--- src/rtl/spi_seg_engine.sv ---
module spi_seg_engine #(
  parameter int TX_DEPTH  = 8,
  parameter int RX_DEPTH  = 4,
  parameter int CMD_DEPTH = 2,
  parameter int LEN_W     = 4,
  parameter int DIV_W     = 4,
  localparam int TXC = $clog2(TX_DEPTH + 1),
  localparam int RXC = $clog2(RX_DEPTH + 1)
) (
  input  logic             clk,
  input  logic             rst_n,
  input  logic [DIV_W-1:0] cfg_div,
  input  logic [TXC-1:0]   cfg_txwm,
  input  logic             cmd_valid,
  input  logic [LEN_W-1:0] cmd_len,
  input  logic             cmd_tx,
  input  logic             cmd_rx,
  input  logic             cmd_keep,
  output logic             cmd_ready,
  input  logic             tx_wvalid,
  input  logic [7:0]       tx_wdata,
  output logic             tx_wready,
  input  logic             rx_rready,
  output logic             rx_rvalid,
  output logic [7:0]       rx_rdata,
  output logic             sck,
  output logic             csb,
  output logic             sd_o,
  input  logic             sd_i,
  output logic [TXC-1:0]   tx_qd,
  output logic [RXC-1:0]   rx_qd,
  output logic             tx_empty,
  output logic             rx_full,
  output logic             tx_wm,
  output logic             tx_stall,
  output logic             rx_stall,
  output logic             hold_idle
);
  localparam int TXA = (TX_DEPTH > 1) ? $clog2(TX_DEPTH) : 1;
  localparam int RXA = (RX_DEPTH > 1) ? $clog2(RX_DEPTH) : 1;
  localparam int CQA = (CMD_DEPTH > 1) ? $clog2(CMD_DEPTH) : 1;
  localparam int CQC = $clog2(CMD_DEPTH + 1);
  localparam int CW  = LEN_W + 3;

  typedef enum logic [1:0] {S_IDLE, S_LOAD, S_SHIFT, S_HOLD} state_t;
  state_t state;

  logic [7:0]       tx_mem [TX_DEPTH];
  logic [TXA-1:0]   tx_wp, tx_rp;
  logic [TXC-1:0]   tx_cnt;
  logic [7:0]       rx_mem [RX_DEPTH];
  logic [RXA-1:0]   rx_wp, rx_rp;
  logic [RXC-1:0]   rx_cnt;
  logic [CW-1:0]    cq_mem [CMD_DEPTH];
  logic [CQA-1:0]   cq_wp, cq_rp;
  logic [CQC-1:0]   cq_cnt;

  logic [LEN_W-1:0] seg_left;
  logic             seg_tx, seg_rx, seg_keep;
  logic [DIV_W-1:0] div_cnt;
  logic [2:0]       bit_cnt;
  logic [7:0]       tx_sr, rx_sr;

  logic tx_push, tx_pop, rx_push, rx_pop, cq_push, cq_pop;
  logic starve, choke, go, half, byte_end;

  assign tx_wready = tx_cnt != TXC'(TX_DEPTH);
  assign cmd_ready = cq_cnt != CQC'(CMD_DEPTH);
  assign rx_rvalid = rx_cnt != '0;
  assign rx_rdata  = rx_mem[rx_rp];
  assign tx_push   = tx_wvalid && tx_wready;
  assign rx_pop    = rx_rready && rx_rvalid;
  assign cq_push   = cmd_valid && cmd_ready;

  assign cq_pop   = (state == S_IDLE || state == S_HOLD) && cq_cnt != '0;
  assign starve   = seg_tx && tx_cnt == '0;
  assign choke    = seg_rx && rx_cnt == RXC'(RX_DEPTH);
  assign go       = state == S_LOAD && !starve && !choke;
  assign tx_pop   = go && seg_tx;
  assign half     = state == S_SHIFT && div_cnt == cfg_div;
  assign byte_end = half && sck && bit_cnt == 3'd7;
  assign rx_push  = byte_end && seg_rx;

  assign csb       = state == S_IDLE;
  assign hold_idle = state == S_HOLD;
  assign sd_o      = tx_sr[7];
  assign tx_qd     = tx_cnt;
  assign rx_qd     = rx_cnt;
  assign tx_empty  = tx_cnt == '0;
  assign rx_full   = rx_cnt == RXC'(RX_DEPTH);
  assign tx_wm     = tx_cnt < cfg_txwm;

  always_ff @(posedge clk) begin
    if (tx_push) tx_mem[tx_wp] <= tx_wdata;
    if (rx_push) rx_mem[rx_wp] <= rx_sr;
    if (cq_push) cq_mem[cq_wp] <= {cmd_keep, cmd_rx, cmd_tx, cmd_len};
  end

  always_ff @(posedge clk) begin
    if (!rst_n) begin
      tx_wp <= '0; tx_rp <= '0; tx_cnt <= '0;
      rx_wp <= '0; rx_rp <= '0; rx_cnt <= '0;
      cq_wp <= '0; cq_rp <= '0; cq_cnt <= '0;
    end else begin
      if (tx_push) tx_wp <= (tx_wp == TXA'(TX_DEPTH - 1)) ? '0 : tx_wp + 1'b1;
      if (tx_pop)  tx_rp <= (tx_rp == TXA'(TX_DEPTH - 1)) ? '0 : tx_rp + 1'b1;
      if (rx_push) rx_wp <= (rx_wp == RXA'(RX_DEPTH - 1)) ? '0 : rx_wp + 1'b1;
      if (rx_pop)  rx_rp <= (rx_rp == RXA'(RX_DEPTH - 1)) ? '0 : rx_rp + 1'b1;
      if (cq_push) cq_wp <= (cq_wp == CQA'(CMD_DEPTH - 1)) ? '0 : cq_wp + 1'b1;
      if (cq_pop)  cq_rp <= (cq_rp == CQA'(CMD_DEPTH - 1)) ? '0 : cq_rp + 1'b1;
      tx_cnt <= tx_cnt + TXC'(tx_push) - TXC'(tx_pop);
      rx_cnt <= rx_cnt + RXC'(rx_push) - RXC'(rx_pop);
      cq_cnt <= cq_cnt + CQC'(cq_push) - CQC'(cq_pop);
    end
  end

  always_ff @(posedge clk) begin
    if (!rst_n) begin
      state    <= S_IDLE;
      sck      <= 1'b0;
      div_cnt  <= '0;
      bit_cnt  <= '0;
      seg_left <= '0;
      seg_tx   <= 1'b0;
      seg_rx   <= 1'b0;
      seg_keep <= 1'b0;
      tx_sr    <= '0;
      rx_sr    <= '0;
      tx_stall <= 1'b0;
      rx_stall <= 1'b0;
    end else begin
      tx_stall <= state == S_LOAD && starve;
      rx_stall <= state == S_LOAD && choke;
      case (state)
        S_IDLE, S_HOLD: begin
          if (cq_pop) begin
            {seg_keep, seg_rx, seg_tx, seg_left} <= cq_mem[cq_rp];
            state <= S_LOAD;
          end
        end
        S_LOAD: begin
          if (go) begin
            tx_sr   <= seg_tx ? tx_mem[tx_rp] : 8'h00;
            div_cnt <= '0;
            bit_cnt <= '0;
            state   <= S_SHIFT;
          end
        end
        default: begin
          if (half) begin
            div_cnt <= '0;
            sck     <= ~sck;
            if (!sck) begin
              rx_sr <= {rx_sr[6:0], sd_i};
            end else begin
              tx_sr   <= {tx_sr[6:0], 1'b0};
              bit_cnt <= bit_cnt + 3'd1;
              if (bit_cnt == 3'd7) begin
                if (seg_left == '0) begin
                  state <= seg_keep ? S_HOLD : S_IDLE;
                end else begin
                  seg_left <= seg_left - 1'b1;
                  state    <= S_LOAD;
                end
              end
            end
          end else begin
            div_cnt <= div_cnt + 1'b1;
          end
        end
      endcase
    end
  end
endmodule


--- config.mk ---
export PLATFORM = sky130hd
export DESIGN_NAME = spi_seg_engine
export DESIGN_NICKNAME = d
export VERILOG_FILES = /design/src/rtl/spi_seg_engine.sv
export SDC_FILE = /design/constraint.sdc
export NUM_CORES = 1
export LEC_CHECK = 0
export ABC_CLOCK_PERIOD_IN_PS = 3330
export CORE_UTILIZATION = 58
export CTS_CLUSTER_DIAMETER = 200
export DETAILED_ROUTE_END_ITERATION = 10
export PLACE_DENSITY = 0.8
export SLEW_MARGIN = 20
export SYNTH_ARGS = -nofsm -noshare
export SYNTH_HDL_FRONTEND = slang
export SYNTH_SLANG_ARGS = --single-unit
export TNS_END_PERCENT = 10
--- constraint.sdc ---
create_clock -name clk -period 3.33 [get_ports clk]
set_input_delay 0.666 -clock clk [delete_from_list [all_inputs] [get_ports clk]]
set_output_delay 0.666 -clock clk [all_outputs]
set_load 0.01 [all_outputs]
==> impl_metrics.yaml <==
run_status:
  run_status: "complete, no violations"
clock_network:
  cts_tree: "yes"
  clk_transition_reported_paths_ns: 0.06
  post-cts-setup-buffers: 0
  cts_inserted_buffers: 17
  hold_buffers: 0
  cts_num_sinks: 172
  clk_latency_ns: 0.42
  ctsResizeCount: 0
  cts_root_buf: "clkbuf_16"
  htreeDepth: 4
  clk_path_buf_depth: 2
setup_path:
  critical_path_depth: 7
  cp_max_fo: 1
  ff2ff_setup_slack_ns: 0.75
  cp_slowest_cell: "clkdlybuf4s50_1"
  endpoint: "tx_wm"
  cp_top_family: "buffers and inverters"
  crit_path_start: "cfg_txwm[1]"
  reg2reg_to: "tx_qd[2]$_SDFF_PN0_"
  max_stage_delay_ns: 0.54
  crit_type: "in -> out"
  critPathBufInv: 3
  worstSetupEndpointType: "output port"
  critPathArrivalTime_ns: 2.44
  rr_startpoint: "state[1]$_SDFFE_PN0P_"
  cp-start-kind: "input port"
  path_cells: "clkdlybuf4s50_1 -> inv_1 -> ha_1 -> a21o_1 -> a21o_1 -> a21oi_1 -> clkdlybuf4s50_1"
  ff2ff_path_depth: 11
  crit_required_ns: 2.66
final_layout:
  layout-drive-gt1-share_pct: 9.02
  final_common_cell: "edfxtp_1"
  fillers: 827
  final_cell_count_no_fill: 811
  final_cell_mix: "110 x edfxtp_1, 62 x dfxtp_1, 54 x clkdlybuf4s50_1"
  area_delta_synth_final_pct: 17.9
  fin_nets: 692
  diodes: 0
logic_synthesis:
  synth_nets: 630
  synthAdderAreaFrac_pct: 5.77
  yosysTopAreaCellShare_pct: 44.5
  synth-xor-area-share_pct: 1.42
  ys_warn_count: 0
  synth-seq-area-share_pct: 61.2
  synth_seq_cells: 172
  synth_area_mm2: 0.00742
  yosysUniqueCellTypes: 54
  synth_top_family_by_area: "simple AND/OR/NAND/NOR gates"
  yosys-mux-area-fraction_pct: 9.58
  synth_edf_count: 110
  synth_top_cell_by_area: "edfxtp_1"
  synth-simple-area-share_pct: 11.9
  synth.area.top_cells: "edfxtp_1 45%, dfxtp_1 17%, mux2i_1 7.2%"
  syn_area_per_cell_um2: 13.1
  synthFlopType: "edfxtp_1"
  synth_cells: 568
  synth_compound_area_share_pct: 6.98
  async_flop_share_pct: 0
floorplan:
  core_mm2: 0.0123
  ioPinCount: 56
  initial_core_util_pct: 60.5
  rows: 40
  die_h_um: 115
  fp.dieW_um: 115
  die-area_mm2: 0.0132
sta:
  slew_viol_final: 0
  rsz0062_at_grt: "false"
  fin_crit_sh_pct: 93.2
  hold_ws_ns: 0.471
  clock_skew_ns: 0.00772
  tns_ns: 0
  final_hold_viol_count: 0
  max_freq_mhz: 322
  min_period_ns: 3.10
  tightest_slew_ns: 0.927
  setup_violations: 0
  slew_headroom_pct: 38.2
detailed_routing:
  ant_nets: 0
  wire_per_inst_um: 15.9
  drt_wl_total_um: 12900
  dr_total_vias: 4478
  firstDrtPassIters: 4
  dr.first_iter.drc_count: 309
  vias_per_cell: 5.52
  drc: 0
power:
  finalPower_uw: 6240
  power_density_mw_per_mm2: 713
  leakagePower_uw: 0.00311
  ir_worst_vdd_mv: 0.696
hold_path:
  hp-class: "reg -> reg"
  hold_path_startpoint: "tx_sr[3]$_SDFFE_PN0P_"
placement:
  dp_cells: 779
  post-dp-hpwl_um: 8770
  portBuffers: 55
  place_congestion: 0.807
grt:
  grt_usage_pct: 21.5
  grt_pass1_vias: 4459
  antenna_found_initial: 0
  grt_pass1_wl_um: 21300
  grt_overflow: 0
  grt_max_degree: 63
  grt_util_met3_pct: 5.75
  grt-busiest-layer: "met2"
  use_met1_pct: 26.1
  met2_usage_pct: 36.4
flow_run:
  max_cap_viol_count: 0
## cells by family (layout without fill, tap and decap cells)
family,after synthesis,count (layout)
fa+ha+maj,33,33
flops,172,172
buf+inv,48,123
mux,61,61
simple gates,167,167
compound gates,75,75
xor+xnor,12,12
## power breakdown
part	leakage, uW	internal (uW)	switching, uW
registers	0.00151	2470	191
logic	0.00131	752	776
clock network	0.000279	1270	775
total	0.00311	4490	1740
## stage by stage
stage          utilization [%]  worst slack [ns]  instance area, um2
2_1_floorplan                -             0.725                7420
3_3_place_gp              66.3             0.240                8130
3_5_place_dp              66.3             0.236                8130
4_1_cts                   71.4             0.221                8750
5_1_grt                   71.4             0.179                8750
6_report                  71.4             0.226                8750
## final cells by class
| cell class | count | area [um2] | area share, % |
|---|---|---|---|
| multi-input combinational | 348 | 2650 | 30.3 |
| inverter | 23 | 86.3 | 0.987 |
| tap | 168 | 210 | 2.40 |
| clock inverter | 10 | 165 | 1.89 |
| clock buffer | 22 | 454 | 5.19 |
| sequential | 172 | 4540 | 51.9 |
| timing repair buffer | 68 | 643 | 7.35 |
## state kept, by name, summed over array words and instances, names as in the netlist, 2 cells and up, named ones only
signal,flops
bit_cnt,3
cq_cnt,2
cq_mem,14
div_cnt,4
rx_mem,32
rx_qd,3
rx_rp,2
rx_sr,8
rx_wp,2
seg_left,4
state,2
tx_mem,64
tx_qd,4
tx_rp,3
tx_sr,8
tx_wp,3
## layer usage
layer	up-vias	share of wire (%)
li1	2204	-
met1	2141	43
met2	117	50
met3	16	4.8
met4	0	1.6
met5	-	0
## how the worst min path moves through the flow
stage,end,slack [ns],cells past startpoint
after global routing,tx_sr[4]$_SDFFE_PN0P_,0.49,2
after floorplan,tx_sr[4]$_SDFFE_PN0P_,0.44,2
final,tx_sr[4]$_SDFFE_PN0P_,0.47,2
after CTS,tx_sr[4]$_SDFFE_PN0P_,0.48,2
after detailed placement,tx_sr[4]$_SDFFE_PN0P_,0.46,2
after global placement,tx_sr[4]$_SDFFE_PN0P_,0.46,2
## worst reg2reg max path: stages, from the launching register on
cell and delay (ns):
dfxtp_1 0.34, inv_1 0.09, ha_1 0.15, buf_4 0.17, nand2_2 0.16, nor3_2 0.49
xnor2_1 0.18, ha_1 0.19, inv_1 0.05, fa_1 0.37, xnor2_1 0.13, and2_1 0.15
## Yosys cell counts (3+ instances only)
cell type and instances:
ha_1 31, nor3_1 10, o211a_1 3, mux2i_1 53, and3_1 4, a21oi_1 11, nor2_1 16, buf_2 5
nor2b_1 32, o211ai_1 3, a21o_1 3, a22oi_1 8, nand2_1 48, nand3_1 15, nand4_1 3, edfxtp_1 110
a31oi_1 11, nor3b_1 3, inv_1 23, a21boi_0 6, dfxtp_1 62, o21ai_0 10, nand2b_1 5, clkbuf_1 11
o21ai_2 3, and2_1 17, a211oi_1 3, mux4_2 8, xnor2_1 10, buf_4 4
Note: power is estimated with default switching activity, not from simulation.
